==> config.mk <==
export PLATFORM = sky130hd
export DESIGN_NAME = membrowse_ctrl
export DESIGN_NICKNAME = d
export VERILOG_FILES = /design/src/rtl/mbe_pkg.sv /design/src/rtl/mbe_view_ptr.sv /design/src/rtl/mbe_store.sv /design/src/rtl/mbe_digit_pack.sv /design/src/rtl/membrowse_ctrl.sv
export SDC_FILE = /design/constraint.sdc
export NUM_CORES = 1
export LEC_CHECK = 0
export ABC_AREA = 1
export BUFFER_PORTS_ARGS = -buffer_cell sky130_fd_sc_hd__buf_2
export CELL_PAD_IN_SITES_DETAIL_PLACEMENT = 1
export CELL_PAD_IN_SITES_GLOBAL_PLACEMENT = 2
export CORE_UTILIZATION = 38
export CTS_CLUSTER_SIZE = 25
export DETAILED_ROUTE_END_ITERATION = 10
export PLACE_DENSITY = 0.8
export RECOVER_POWER = 100
export SYNTH_ARGS = -nofsm -noshare
export SYNTH_HDL_FRONTEND = slang
export SYNTH_SLANG_ARGS = --single-unit
==> constraint.sdc <==
create_clock -name clk -period 2 [get_ports clk]
set_input_delay 0.4 -clock clk [delete_from_list [all_inputs] [get_ports clk]]
set_output_delay 0.4 -clock clk [all_outputs]
set_load 0.1 [all_outputs]
==> src/rtl/mbe_pkg.sv <==
package mbe_pkg;

    typedef enum logic [0:0] {
        ST_CLEAR  = 1'b0,
        ST_BROWSE = 1'b1
    } mbe_state_e;

    // hex digits needed to show a field of the given width
    function automatic int hex_digits(input int bits);
        return (bits + 3) / 4;
    endfunction

endpackage

==> src/rtl/mbe_view_ptr.sv <==
module mbe_view_ptr #(
    parameter int ADDR_W = 4
) (
    input  logic              clk,
    input  logic              rst,
    input  logic              en,
    input  logic              step_up,
    input  logic              step_dn,
    output logic [ADDR_W-1:0] ptr
);

    logic go_up;
    logic go_dn;

    assign go_up = en && step_up && !step_dn;
    assign go_dn = en && step_dn && !step_up;

    // power-of-two depth: natural overflow gives the wrap in both directions
    always_ff @(posedge clk) begin
        if (rst)
            ptr <= '0;
        else if (go_up)
            ptr <= ptr + 1'b1;
        else if (go_dn)
            ptr <= ptr - 1'b1;
    end


    ptr_up_chk: assert property (@(posedge clk) disable iff (rst)
        (en && step_up && !step_dn) |=> (ptr == $past(ptr) + 1'b1));


    ptr_dn_chk: assert property (@(posedge clk) disable iff (rst)
        (en && step_dn && !step_up) |=> (ptr == $past(ptr) - 1'b1));


    ptr_tie_chk: assert property (@(posedge clk) disable iff (rst)
        (step_up && step_dn) |=> $stable(ptr));

endmodule

==> src/rtl/mbe_store.sv <==
module mbe_store #(
    parameter int ADDR_W = 4,
    parameter int DATA_W = 8
) (
    input  logic              clk,
    input  logic              rst,
    input  logic              we,
    input  logic [ADDR_W-1:0] waddr,
    input  logic [DATA_W-1:0] wdata,
    input  logic [ADDR_W-1:0] raddr,
    output logic [DATA_W-1:0] rdata
);

    localparam int DEPTH = 1 << ADDR_W;

    logic [DATA_W-1:0] cells [DEPTH];

    always_ff @(posedge clk) begin
        if (we)
            cells[waddr] <= wdata;
    end

    assign rdata = cells[raddr];


    store_land_chk: assert property (@(posedge clk) disable iff (rst)
        we |=> (cells[$past(waddr)] == $past(wdata)));

endmodule

==> src/rtl/mbe_digit_pack.sv <==
module mbe_digit_pack
    import mbe_pkg::*;
#(
    parameter int ADDR_W = 4,
    parameter int DATA_W = 8
) (
    input  logic [ADDR_W-1:0] addr,
    input  logic [DATA_W-1:0] data,
    output logic [4*(hex_digits(ADDR_W) + 1 + hex_digits(DATA_W))-1:0] digits,
    output logic [hex_digits(ADDR_W) + 1 + hex_digits(DATA_W)-1:0]     blank
);

    localparam int ADDR_DIG = hex_digits(ADDR_W);
    localparam int DATA_DIG = hex_digits(DATA_W);
    localparam int GAP_POS  = DATA_DIG;

    logic [4*ADDR_DIG-1:0] addr_ext;
    logic [4*DATA_DIG-1:0] data_ext;

    assign addr_ext = (4*ADDR_DIG)'(addr);
    assign data_ext = (4*DATA_DIG)'(data);

    // data digits at the bottom
    for (genvar i = 0; i < DATA_DIG; i++) begin : g_data
        assign digits[4*i +: 4] = data_ext[4*i +: 4];
        assign blank[i]         = 1'b0;
    end

    // one dark digit separating the fields
    assign digits[4*GAP_POS +: 4] = 4'h0;
    assign blank[GAP_POS]         = 1'b1;

    // address digits on top
    for (genvar j = 0; j < ADDR_DIG; j++) begin : g_addr
        assign digits[4*(GAP_POS+1+j) +: 4] = addr_ext[4*j +: 4];
        assign blank[GAP_POS+1+j]           = 1'b0;
    end

endmodule

==> src/rtl/membrowse_ctrl.sv <==
module membrowse_ctrl
    import mbe_pkg::*;
#(
    parameter int ADDR_W = 4,
    parameter int DATA_W = 8
) (
    input  logic              clk,
    input  logic              rst,
    input  logic              step_next,
    input  logic              step_prev,
    input  logic              store_pulse,
    input  logic [DATA_W-1:0] sw_data,
    input  logic [ADDR_W-1:0] sw_addr,
    output logic              mem_we,
    output logic [ADDR_W-1:0] mem_waddr,
    output logic [DATA_W-1:0] mem_wdata,
    output logic [ADDR_W-1:0] view_addr,
    output logic [4*(hex_digits(ADDR_W) + 1 + hex_digits(DATA_W))-1:0] disp_digits,
    output logic [hex_digits(ADDR_W) + 1 + hex_digits(DATA_W)-1:0]     disp_blank
);

    localparam logic [ADDR_W-1:0] LAST_ADDR = '1;

    mbe_state_e        state_q, state_d;
    logic [ADDR_W-1:0] clr_cnt_q, clr_cnt_d;
    logic              ptr_en;
    logic [DATA_W-1:0] view_data;

    // state register
    always_ff @(posedge clk) begin
        if (rst) begin
            state_q   <= ST_CLEAR;
            clr_cnt_q <= '0;
        end else begin
            state_q   <= state_d;
            clr_cnt_q <= clr_cnt_d;
        end
    end

    // transitions
    always_comb begin
        state_d   = state_q;
        clr_cnt_d = clr_cnt_q;
        unique case (state_q)
            ST_CLEAR: begin
                clr_cnt_d = clr_cnt_q + 1'b1;
                if (clr_cnt_q == LAST_ADDR)
                    state_d = ST_BROWSE;
            end
            ST_BROWSE: begin
                state_d = ST_BROWSE;
            end
        endcase
    end

    // outputs
    always_comb begin
        mem_we    = 1'b0;
        mem_waddr = '0;
        mem_wdata = '0;
        ptr_en    = 1'b0;
        unique case (state_q)
            ST_CLEAR: begin
                mem_we    = 1'b1;
                mem_waddr = clr_cnt_q;
                mem_wdata = '0;
            end
            ST_BROWSE: begin
                mem_we    = store_pulse;
                mem_waddr = sw_addr;
                mem_wdata = sw_data;
                ptr_en    = 1'b1;
            end
        endcase
    end

    mbe_view_ptr #(.ADDR_W(ADDR_W)) i_ptr (
        .clk     (clk),
        .rst     (rst),
        .en      (ptr_en),
        .step_up (step_next),
        .step_dn (step_prev),
        .ptr     (view_addr)
    );

    mbe_store #(.ADDR_W(ADDR_W), .DATA_W(DATA_W)) i_store (
        .clk   (clk),
        .rst   (rst),
        .we    (mem_we),
        .waddr (mem_waddr),
        .wdata (mem_wdata),
        .raddr (view_addr),
        .rdata (view_data)
    );

    mbe_digit_pack #(.ADDR_W(ADDR_W), .DATA_W(DATA_W)) i_pack (
        .addr   (view_addr),
        .data   (view_data),
        .digits (disp_digits),
        .blank  (disp_blank)
    );


    clear_sweep_chk: assert property (@(posedge clk) disable iff (rst)
        (state_q == ST_CLEAR) |=>
            ((state_q == ST_BROWSE) || (clr_cnt_q == $past(clr_cnt_q) + 1'b1)));


    clear_hold_chk: assert property (@(posedge clk) disable iff (rst)
        (state_q == ST_CLEAR) |=> $stable(view_addr));

endmodule

-- Word-level counts from Yosys, hierarchy flattened
Memories as Yosys holds them, arrays and structs flattened. A register that Yosys moved wholly into a read port is not among the register bits.
Cells that the tools add are included.
- flip-flop bits (word level): 9
- memory bits (writable): 128
- input bits: 17
- output and inout port bits: 37
- word-level logic and storage cells: 28
- memories kept: 1
- memory list (memory ; depth ; bits a word ; rd ports ; clocked after Yosys merged registers in ; write ports ; line ; source):
    i_store.cells ; 16 ; 8 ; 1 ; 1 ; 1 ; mbe_store.sv:16 ; logic [DATA_W-1:0] cells [DEPTH];
- add/sub/neg operators: 3
- eq/ne operators: 1
- multiplexer cells: 12
- bitwise operators: 1
- reductions and logical operators: 7
- operators by type and width (cell ; count):
    $mux W4 ; 4
    $pmux W8 S2 ; 1
    $add A4 B1 Y4 const B ; 2
    $pmux W4 S2 ; 1
    $eq A4 B4 Y1 const B ; 1
    $logic_and A1 B1 Y1 ; 4
    $mux W1 ; 4
    $pmux W1 S2 ; 2
    $sub A4 B1 Y4 const B ; 1
    $logic_not A1 Y1 ; 2
    $reduce_bool A2 Y1 ; 1
    $not A1 Y1 ; 1

-- Depth between registers and ports, before layout
- depth after elaboration: 7
- mapped depth: 10
- gate-level depth less buffers: 10

-- Hierarchy
A second synthesis with hierarchy kept.
- cells, all modules: 656
- area total of the unflattened synthesis: 6361.1 um2
- modules (own cells, without submodules) (module ; instances ; cells each ; area an instance (um2) ; seq. area each (um2)):
    mbe_store ; 1 ; 543 ; 5606.6 ; 3843.7
    membrowse_ctrl ; 1 ; 56 ; 317.8 ; 100.1
    mbe_view_ptr ; 1 ; 35 ; 279.0 ; 80.1
    mbe_digit_pack ; 1 ; 22 ; 157.7 ; 0.0

-- Least setup slack after synthesis
No wires, ideal clock.
- path type: reg-to-reg
- start point: register state_q
- end point: memory i_store.cells[10][0] (enable)
- setup time: 0.371 ns
- arrival time: 2.701 ns
- required time: 1.629 ns
- slack: -1.072 ns
- stages on the path, launching flop included: 7
- buffers on the path: 1
- clock period less this slack: 3.072 ns
- path through: dfxtp_1 inv_2 buf_6 nor2_1 nor2_1 nand3_1 nor2_1
- elaborated cells on any way between the ends: 5
- those cells by class: mux (4); bitwise (1)
- RTL lines (element ; line ; source):
    from (decl) ; membrowse_ctrl.sv:24 ; mbe_state_e state_q, state_d;
    from (signal assigned) ; membrowse_ctrl.sv:35 ; state_q <= state_d;
    $not A1 Y1 ; -- ;
    $pmux W4 S2 (*) ; membrowse_ctrl.sv:62 ; unique case (state_q)
    net mem_waddr[3] ; membrowse_ctrl.sv:15 ; output logic [ADDR_W-1:0] mem_waddr,
    to (decl) ; mbe_store.sv:16 ;
The timed path passes the listed nets; every way through them passes the cells marked *.

==> key figures <==
STA
  – Clock Skew: 6.47 ps
  – Worst Tran Pin Value: 812 ps
  – Slew HR: 45.7%
  – Unrepaired setup endpoints after global routing: yes
  – Crit share post-route: 111%
  – Number of setup violations in the final report: 12
  – Final hold vios: 0
  – Pins Over Slew Limit: 0
  – Final WS setup: -211 ps
  – Tmin final: 2210 ps
  – Sum Neg Setup Slack: -1580 ps
  – Hold Worst Slack: 185 ps
  – Achievable frequency: 452 MHz

Clocking
  – Clock tree root buffer cell: clkbuf_16
  – Skew-Pair Late Insertion Delay: 430 ps
  – Clock sink count: 141
  – H-Tree Depth: 4
  – CTS tree: built
  – Clock transition at path regs: 60 ps
  – Worst-case clock buffer depth: 2
  – Total CTS buffers: 17
  – Cts hold-fix bufs: 0

Power and ir drop
  – Pwr dens: 817 nW/µm²
  – Sequential share of power: 46.7%
  – Leakage: 0.00375 µW
  – Internal power: 5240 µW
  – Maximum vdd ir drop: 0.592 mV
  – Comb power frac: 8.6%
  – Sw Ratio: 24.7%
  – Sw Pwr: 1720 µW
  – Clock share of power: 44.7%

Yosys
  – Synth top area cells: edfxtp_1, nand2_1, nand3_1, inv_1, dfxtp_1
  – Fraction of registers with async set/reset: 0%
  – Post-synth top cells: nand2_1, edfxtp_1, inv_1, nand3_1, nor2_1
  – Syn. warnings: 0
  – Synth Area per Inst: 9.71 µm²
  – Most common cell in the netlist: nand2_1
  – Cell taking the most area after synthesis: edfxtp_1
  – Register area share after synthesis: 65.2%
  – Post-synth EDFFs: 128
  – Share of Yosys cell area claimed by the top area cell type: 61.1%
  – Synth Instances: 648
  – Yosys reg bits: 141
  – Netlist cell types: 25
  – Main synth FF type: edfxtp_1
  – Post-Syn Area: 6290 µm²

Placement
  – Gp weighted congestion: 0.827
  – Placed instance count: 927
  – PortBufs: 45
  – Dpl hpwl: 12200 µm
  – Place WS: -34.3 ps

Finish
  – Area growth from synthesis to layout: 35.6%
  – FILL cells: 1796
  – Fin nets: 766
  – Layout cells sized above 1: 29.8%
  – Fin util: 53.3%
  – Final cell count without fillers: 974
  – Ant diodes: 0

Routing
  – Initial DRC count: 347
  – DRC viols: 0
  – 1st-pass router iterations: 5
  – Antenna viol nets, final: 0
  – Vias/cell: 5.13
  – DR vias: 4993
  – Drt total wl: 21600 µm
  – Routed WL per cell: 22.1 µm

Min path
  – Min-Delay Path Depth: 2
  – HP Class: in2reg

Setup path
  – CP startpoint kind: register
  – R2r worst-path depth: 7
  – Critical path required time: 1600 ps
  – Worst setup EP type: primary output
  – Worst-path fanout max: 8
  – CP arrival: 1810 ps
  – Worst setup path category: reg2out

Floorplanning
  – Die H: 131 µm
  – Total core area: 16000 µm²
  – Die Wd: 131 µm
  – # rows: 46
  – Starting Density: 39.3%
  – DIE AREA: 17100 µm²
  – Top-Level Pins: 54

Flow run
  – Max cap viols: 0

Global routing
  – First-pass GRT wire length: 30400 µm
  – All-Layer GR Usage: 25.7%
  – Global route total overflow: 0
  – Vias in the first global route: 5263
  – Largest net degree at the start of global routing: 28
  – Initial antenna violation count: 0

Run status
  – Status: finished, violations left
  – Violations in the final reports: negative setup slack
==> per-stage QoR <==
| stage | power (µW) | area, µm² |
|---|---|---|
| floorplan | 3680 | 6360 |
| global placement | 3840 | 7310 |
| detailed placement | 3850 | 7310 |
| CTS | 6970 | 8310 |
| global route | 7130 | 8530 |
| finish | 6970 | 8530 |
==> layer usage <==
layer | GRT usage, % | routed length, µm | vias to the layer above | share of wire (%)
met2 | 44.4 | 10900 | 190 | 51
met1 | 30.6 | 8370 | 2484 | 39
met3 | 6.60 | 1290 | 69 | 6.0
met4 | 10.3 | 945 | 0 | 4.4
li1 | - | - | 2250 | -
met5 | 0 | 0 | - | 0
==> cell usage in the layout, fill, tap and decap left out, types with 6 or more instances in the layout <==
cell type / n
a21oi_1: 6
buf_12: 19
buf_16: 6
buf_2: 19
buf_4: 20
buf_6: 9
clkbuf_1: 9
clkbuf_16: 21
clkbuf_2: 16
clkbuf_4: 6
clkinvlp_4: 6
conb_1: 8
dfxtp_1: 12
edfxtp_1: 128
inv_1: 114
nand2_1: 158
nand2_2: 32
nand3_1: 56
nand3_2: 47
nor2_1: 23
==> power groups by stage <==
stage	clock (µW)	sequential, µW	combinational, µW
global placement	0	3310	527
detailed placement	0	3320	534
finish	3110	3250	601
global route	3240	3260	628
CTS	3120	3250	593
floorplan	0	3310	374
==> area by class of cell <==
type / instances / area (µm²) / area share (%)
Clock buffer: 17 / 425 / 4.99
Clock inverter: 15 / 149 / 1.75
Timing Repair Buffer: 111 / 1200 / 14.0
Multi-Input combinational cell: 357 / 1930 / 22.6
Tap cell: 216 / 270 / 3.17
Sequential cell: 141 / 4110 / 48.2
Inverter: 117 / 448 / 5.25
==> cell families (layout without fill, tap and decap cells) <==
| family | Yosys count | after routing | synth area share, % |
|---|---|---|---|
| AO/OA/AOI/OAI | 13 | 13 | 1.13 |
| other | 2 | 8 | 0.119 |
| buffers and inverters | 156 | 260 | 10.4 |
| XOR/XNOR | 2 | 2 | 0.279 |
| adder cells (fa/ha/maj) | 4 | 4 | 0.915 |
| AND/OR/NAND/NOR | 330 | 330 | 21.9 |
| flip-flops | 141 | 141 | 65.2 |
==> flip-flops by register name (all words and copies together), names as in the netlist, named ones only <==
| signal | cells |
|---|---|
| i_store.cells | 128 |
| clr_cnt_q | 4 |
| i_ptr.ptr | 4 |
| state_q | 1 |
==> critical path, stage by stage (launching register included) <==
cell	delay (ps)
dfxtp_4	410
buf_8	170
clkbuf_16	190
nand2_1	80
nand3_1	90
nand3_1	80
nand3_1	100
nand2_2	80
buf_12	160
==> repair_timing <==
item                                    CTS  global route
cloned                                    6             4
gates resized for setup                  67            62
endpoints found under the setup margin   11            20
pin swaps                                25            31
buffers inserted                          3             2
==> path summary, 6_finish.rpt <==
check,from,endpoint,slack (ps)
worst max register to register,state_q$_SDFF_PP0_,i_store.cells[11][0]$_DFFE_PP_,60
worst min register to register,clr_cnt_q[3]$_SDFFE_PP0N_,clr_cnt_q[3]$_SDFFE_PP0N_,540
worst max-delay path,register,disp_digits[7],-210
worst min-delay path,rst,clr_cnt_q[3]$_SDFFE_PP0N_,180
No activity file was read; power rests on OpenSTA's default activity.
